**config.mk**
```make
export PLATFORM = sky130hd
export DESIGN_NAME = ptw_top
export DESIGN_NICKNAME = d
export VERILOG_FILES = /design/src/rtl/ptw_pkg.sv /design/src/rtl/ptw_base_reg.sv /design/src/rtl/ptw_check.sv /design/src/rtl/ptw_fsm.sv /design/src/rtl/ptw_top.sv
export SDC_FILE = /design/constraint.sdc
export NUM_CORES = 1
export LEC_CHECK = 0
export BUFFER_PORTS_ARGS = -buffer_cell sky130_fd_sc_hd__buf_2
export CAP_MARGIN = 20
export CORE_MARGIN = 5
export CORE_UTILIZATION = 50
export CTS_BUF_LIST = sky130_fd_sc_hd__clkbuf_8 sky130_fd_sc_hd__clkbuf_16
export DETAILED_ROUTE_END_ITERATION = 6
export GPL_TIMING_DRIVEN = 0
export PLACE_DENSITY = 0.8
export SLEW_MARGIN = 20
export SYNTH_ARGS = -nofsm -noshare
export SYNTH_HDL_FRONTEND = slang
export SYNTH_SLANG_ARGS = --single-unit
```
**constraint.sdc**
```tcl
create_clock -name clk -period 3.6 [get_ports clk]
set_input_delay 0.9 -clock clk [delete_from_list [all_inputs] [get_ports clk]]
set_output_delay 0.9 -clock clk [all_outputs]
set_load 0.005 [all_outputs]
```
**src/rtl/ptw_pkg.sv**
```systemverilog
package ptw_pkg;

    localparam int VA_W      = 32;
    localparam int OFF_W     = 12;
    localparam int VPN_W     = VA_W - OFF_W;
    localparam int PPN_W     = 20;
    localparam int PA_W      = PPN_W + OFF_W;
    localparam int PTE_W     = 32;
    localparam int PTE_BYTES = PTE_W / 8;
    localparam int PTE_SHIFT = $clog2(PTE_BYTES);
    localparam int PTE_V_BIT = 31;
    localparam int PTE_R_LSB = 20;

    typedef enum logic [1:0] {
        ACC_READ  = 2'd0,
        ACC_WRITE = 2'd1,
        ACC_FETCH = 2'd2,
        ACC_RSVD  = 2'd3
    } acc_e;

    typedef enum logic [1:0] {
        RGT_NONE = 2'd0,
        RGT_RO   = 2'd1,
        RGT_RW   = 2'd2,
        RGT_EXEC = 2'd3
    } rights_e;

    typedef enum logic [1:0] {
        ST_OK    = 2'd0,
        ST_PGF   = 2'd1,
        ST_PROT  = 2'd2,
        ST_UNUSE = 2'd3
    } status_e;

    typedef struct packed {
        logic             valid;
        rights_e          rights;
        logic [PPN_W-1:0] ppn;
    } pte_t;

    typedef struct packed {
        logic [VPN_W-1:0] vpn;
        logic [OFF_W-1:0] off;
    } vaddr_t;

    function automatic pte_t pte_decode(input logic [PTE_W-1:0] raw);
        pte_t p;
        p.valid  = raw[PTE_V_BIT];
        p.rights = rights_e'(raw[PTE_R_LSB+1:PTE_R_LSB]);
        p.ppn    = raw[PPN_W-1:0];
        return p;
    endfunction

    function automatic logic rights_allow(input rights_e r, input acc_e a);
        logic ok;
        case (r)
            RGT_RO:   ok = (a == ACC_READ);
            RGT_RW:   ok = (a == ACC_READ) || (a == ACC_WRITE);
            RGT_EXEC: ok = (a == ACC_FETCH);
            default:  ok = 1'b0;
        endcase
        return ok;
    endfunction

endpackage

```
**src/rtl/ptw_base_reg.sv**
```systemverilog
module ptw_base_reg #(
    parameter int W = 32
) (
    input  logic         clk,
    input  logic         rst,
    input  logic         we,
    input  logic [W-1:0] wdata,
    output logic [W-1:0] q
);
    always_ff @(posedge clk) begin
        if (rst)     q <= '0;
        else if (we) q <= wdata;
    end
endmodule

```
**src/rtl/ptw_check.sv**
```systemverilog
module ptw_check
    import ptw_pkg::*;
(
    input  logic [PTE_W-1:0] raw,
    input  acc_e             acc,
    input  logic [OFF_W-1:0] off,
    output status_e          status,
    output logic [PA_W-1:0]  paddr
);
    pte_t pte;

    always_comb begin
        pte = pte_decode(raw);
        if (!pte.valid) begin
            status = ST_PGF;
            paddr  = '0;
        end else if (!rights_allow(pte.rights, acc)) begin
            status = ST_PROT;
            paddr  = '0;
        end else begin
            status = ST_OK;
            paddr  = {pte.ppn, off};
        end
    end
endmodule

```
**src/rtl/ptw_fsm.sv**
```systemverilog
module ptw_fsm (
    input  logic clk,
    input  logic rst,
    input  logic req_valid,
    output logic req_ready,
    output logic accept,
    output logic mem_req_valid,
    input  logic mem_req_ready,
    input  logic mem_rsp_valid,
    output logic capture,
    output logic rsp_valid
);
    typedef enum logic [1:0] {S_IDLE, S_READ, S_WAIT, S_RESP} state_e;
    state_e st_q, st_d;

    always_comb begin
        st_d          = st_q;
        req_ready     = (st_q == S_IDLE);
        mem_req_valid = (st_q == S_READ);
        rsp_valid     = (st_q == S_RESP);
        accept        = req_ready && req_valid;
        capture       = (st_q == S_WAIT) && mem_rsp_valid;
        case (st_q)
            S_IDLE: if (req_valid)     st_d = S_READ;
            S_READ: if (mem_req_ready) st_d = S_WAIT;
            S_WAIT: if (mem_rsp_valid) st_d = S_RESP;
            S_RESP:                    st_d = S_IDLE;
            default:                   st_d = S_IDLE;
        endcase
    end

    always_ff @(posedge clk) begin
        if (rst) st_q <= S_IDLE;
        else     st_q <= st_d;
    end

    assert_busy_after_accept_R8: assert property (@(posedge clk) disable iff (rst)
        (req_valid && req_ready) |=> !req_ready);

    assert_rsp_pulse_R8: assert property (@(posedge clk) disable iff (rst)
        rsp_valid |=> !rsp_valid);

    assert_rsp_needs_data_R4: assert property (@(posedge clk) disable iff (rst)
        $rose(rsp_valid) |-> $past(mem_rsp_valid));
endmodule

```
**src/rtl/ptw_top.sv**
```systemverilog
module ptw_top
    import ptw_pkg::*;
#(
    parameter int ADDR_W = 32
) (
    input  logic              clk,
    input  logic              rst,
    input  logic              base_we,
    input  logic [ADDR_W-1:0] base_wdata,
    input  logic              req_valid,
    output logic              req_ready,
    input  logic [VA_W-1:0]   req_vaddr,
    input  logic [1:0]        req_acc,
    output logic              rsp_valid,
    output logic [1:0]        rsp_status,
    output logic [PA_W-1:0]   rsp_paddr,
    output logic              mem_req_valid,
    input  logic              mem_req_ready,
    output logic [ADDR_W-1:0] mem_req_addr,
    input  logic              mem_rsp_valid,
    input  logic [PTE_W-1:0]  mem_rsp_data
);
    logic [ADDR_W-1:0] base_q;
    logic              accept, capture;
    vaddr_t            va_in;
    logic [OFF_W-1:0]  off_q;
    acc_e              acc_q;
    logic [ADDR_W-1:0] addr_q;
    status_e           chk_status, st_q;
    logic [PA_W-1:0]   chk_paddr, pa_q;

    assign va_in = vaddr_t'(req_vaddr);

    ptw_base_reg #(.W(ADDR_W)) u_base (
        .clk(clk), .rst(rst), .we(base_we), .wdata(base_wdata), .q(base_q)
    );

    ptw_fsm u_fsm (
        .clk(clk), .rst(rst),
        .req_valid(req_valid), .req_ready(req_ready), .accept(accept),
        .mem_req_valid(mem_req_valid), .mem_req_ready(mem_req_ready),
        .mem_rsp_valid(mem_rsp_valid), .capture(capture), .rsp_valid(rsp_valid)
    );

    ptw_check u_check (
        .raw(mem_rsp_data), .acc(acc_q), .off(off_q),
        .status(chk_status), .paddr(chk_paddr)
    );

    always_ff @(posedge clk) begin
        if (rst) begin
            off_q  <= '0;
            acc_q  <= ACC_READ;
            addr_q <= '0;
            st_q   <= ST_OK;
            pa_q   <= '0;
        end else begin
            if (accept) begin
                off_q  <= va_in.off;
                acc_q  <= acc_e'(req_acc);
                addr_q <= base_q + (ADDR_W'(va_in.vpn) << PTE_SHIFT);
            end
            if (capture) begin
                st_q <= chk_status;
                pa_q <= chk_paddr;
            end
        end
    end

    assign mem_req_addr = addr_q;
    assign rsp_status   = st_q;
    assign rsp_paddr    = pa_q;

    assert_req_hold_R3: assert property (@(posedge clk) disable iff (rst)
        (mem_req_valid && !mem_req_ready) |=> (mem_req_valid && $stable(mem_req_addr)));

    assert_fault_no_addr_R5: assert property (@(posedge clk) disable iff (rst)
        (rsp_valid && rsp_status != ST_OK) |-> (rsp_paddr == '0));

    assert_ok_offset_R7: assert property (@(posedge clk) disable iff (rst)
        (accept ##1 1'b1) |-> (off_q == $past(req_vaddr[OFF_W-1:0])));
endmodule

```
==> reports/qor.txt <==
Reg2Reg Depth: 9
Seq cells post-synth: 114
antenna viol nets, final: 0
largest net degree at the start of global routing: 17
Synth top area share: 0.415
WP buf/inv: 2
status: complete, no violations
Distinct cells, synth: 57
RSZ-0062 raised after global routing: no
Avg Vias per Cell: 5.70
CP top delay family: compound AO/OA/AOI/OAI gates
critical path launch point type: input pin
drt wl/cell: 17.2 um
crit path time final: 2.95 ns
Final Cycle Share: 0.820
Relative slew margins: 0.495
Die Ht: 115 um
input/output buffers: 162
I/O pins: 173
Initial DRT Pass Iterations: 6
Seq/Total Area, Yosys: 0.415
RD Place Congestion: 0.968
core area: 10800 sq um
postcts setup bufs: 0
CTS buffer count: 17
placed insts: 950
worst skew pair latency: 0.52 ns
# rows: 38
static leakage: 3.29 nW
layout cells sized above 1: 0.242
Synth area leaders: dfxtp_1 (42%), mux2i_1 (6.7%), nor2_1 (5.7%)
final antenna diode count: 0
antenna violations before repair: 0
worst slew pin tran: 0.757 ns
area delta synth->final: 28.6%
DR vias: 5599
x dimension of the die: 115 um
first-pass GRT wire length: 26800 um
deepest clock path buffer count: 2
Final nets: 958
clock root cell: clkbuf_8
setup violators final: 0
Max Freq: 339 MHz
post-synth top area cell: dfxtp_1
Ys Warns: 0
synthesized area per cell: 8.48 sq um
GRT Total Usage: 0.254
fin. max-slew vios: 0
maximum fanout along the worst path: 6
maximum vdd ir drop: 0.436 mV
clock transition at the registers of the reported paths: 0.06 ns
Post-synth EDFFs: 0
via count of the first global-routing pass: 5519
ys async rst share: 0
hold buffers post-CTS: 0
Worst Hold Class: flop to flop
Finished Layout Cells: 982
Crit. path cell count: 10
Setup crit end kind: flop
Critical Path Max Stage Delay: 0.53 ns
clk sinks: 114
DRC Markers: 0
maxcap violations: 0
Most used DFF post-synth: dfxtp_1
violation count after the first detailed-routing iteration: 388
Syn Inst Count: 648
Post-Syn Area: 5490 sq um
PwrDens: 585 nW/um^2
hpwl dp: 12800 um
critical path arrival: 3.36 ns
Routed WL: 16900 um
htree depth: 4
Gates resized, CTS repair: 0
CP Data Required Time: 4.01 ns
crit path kind: input pin to flop
Clock Skew: 0.0129 ns
Hold Fails Final Rpt: 0
Congestion Overflow GR: 0
initial core utilization: 0.509
CP max-delay cell: a31oi_1
CTS tree: built
post-synth net total: 777
crit path cell chain: buf_2 > ha_1 > inv_1 > fa_1 > and2b_1 > o2111ai_1 > a31oi_1 > o211ai_2 > a211oi_1 > a211oi_2
final setup TNS: 0 ns
Hold Path Depth: 2
die area: 13200 sq um
logic make-up after synthesis:
logic type / count (synthesis) / share of synthesized area
compound gates: 175 / 0.214
xor+xnor: 8 / 0.0128
fa+ha+maj: 25 / 0.0583
buf+inv: 50 / 0.0362
flops: 114 / 0.415
mux: 37 / 0.0674
simple gates: 239 / 0.196
state kept, by name, indices dropped and copies added (netlist names):
signal / count
mem_req_addr: 32
rsp_paddr: 32
rsp_status: 2
off_q: 12
u_base.q: 32
u_fsm.st_q: 2
acc_q: 2
final timing paths:
check                            from                            end  slack, ns
min reg2reg  u_base.q[0]$_SDFFE_PP0P_   mem_req_addr[0]$_SDFFE_PP0P_       0.45
max reg2reg  u_base.q[2]$_SDFFE_PP0P_  mem_req_addr[24]$_SDFFE_PP0P_       0.77
max                     req_vaddr[12]  mem_req_addr[24]$_SDFFE_PP0P_       0.65
min          u_base.q[0]$_SDFFE_PP0P_   mem_req_addr[0]$_SDFFE_PP0P_       0.45
layout by cell type (no fill, tap or decap), drive strengths merged, types with 2 or more instances in the layout:
cell	Yosys	final
o21a	3	3
and2	5	5
and4	3	3
a211oi	12	12
a31oi	7	7
a22oi	33	33
inv	9	16
o211a	3	3
nand3b	3	3
nand3	16	16
nand4	9	9
nor2	84	84
a41oi	3	3
nand2	76	76
nor4	3	3
clkbuf	34	51
or4	2	2
o311ai	2	2
nor3	16	16
and3	6	6
buf	7	169
xnor2	6	6
a21o	15	15
o21bai	2	2
nor2b	7	7
nand2b	2	2
a21oi	51	51
a41o	2	2
o211ai	6	6
xor2	2	2
clkinv	0	5
or3	3	3
bufinv	0	2
ha	24	24
dfxtp	114	114
mux2i	37	37
o21ai	26	26
cell usage after synthesis (3+ instances only):
cell / count
dfxtp_1: 114
nor3_1: 16
buf_1: 4
nor2_1: 84
nand3b_1: 3
clkbuf_1: 33
and3_1: 6
o211ai_1: 5
and4_1: 3
a21oi_1: 51
and2_1: 5
a31oi_1: 7
o211a_1: 3
xnor2_1: 6
nand4_1: 9
a211oi_1: 9
nor2b_1: 7
o21a_1: 3
a22oi_1: 33
a21o_1: 15
nand2_1: 76
or3_1: 3
a211oi_2: 3
mux2i_1: 37
inv_1: 9
nand3_1: 16
o21ai_0: 24
nor4_1: 3
ha_1: 24
per-layer routing:
layer | track usage | vias to the layer above | part of all wire
met4 | 0.0962 | 0 | 0.025
met2 | 0.433 | 228 | 0.49
met1 | 0.316 | 2625 | 0.41
met3 | 0.0542 | 40 | 0.074
li1 | - | 2706 | -
met5 | 0 | - | 0
tightest hold or removal path, delay by kind of cell (launching register included):
family	cells	cell delay, ns
flip-flops	1	0.31
AND/OR/NAND/NOR	1	0.05
AO/OA/AOI/OAI	1	0.05
layout make-up:
class | count | area [sq um]
plain buffers | 41 | 165
clock buffers | 17 | 414
clock inverters | 15 | 171
fillers | 902 | 3730
inverters | 9 | 33.8
multi-input cells | 484 | 3010
flip-flops and latches | 114 | 2280
well taps | 140 | 175
repair buffers | 162 | 811
power by group:
group | total, mW | switching, mW | internal (mW)
sequential | 1.52 | 0.102 | 1.42
clock | 1.66 | 0.654 | 1.00
combinational | 0.959 | 0.592 | 0.367
total | 4.13 | 1.35 | 2.79
through the flow:
step / total power [mW] / util / instance area [sq um] / hold WS [ns] / setup slack, ns
after floorplan: 2.11 / - / 5490 / 0.431 / 0.672
after detailed placement: 2.49 / 0.600 / 6480 / 0.445 / 0.133
after global placement: 2.45 / 0.600 / 6480 / 0.439 / 0.181
after global routing: 4.34 / 0.655 / 7070 / 0.473 / 0.541
after CTS: 4.13 / 0.655 / 7070 / 0.453 / 0.659
final: 4.13 / 0.655 / 7070 / 0.450 / 0.649
Power figures use the tool's default switching activity.
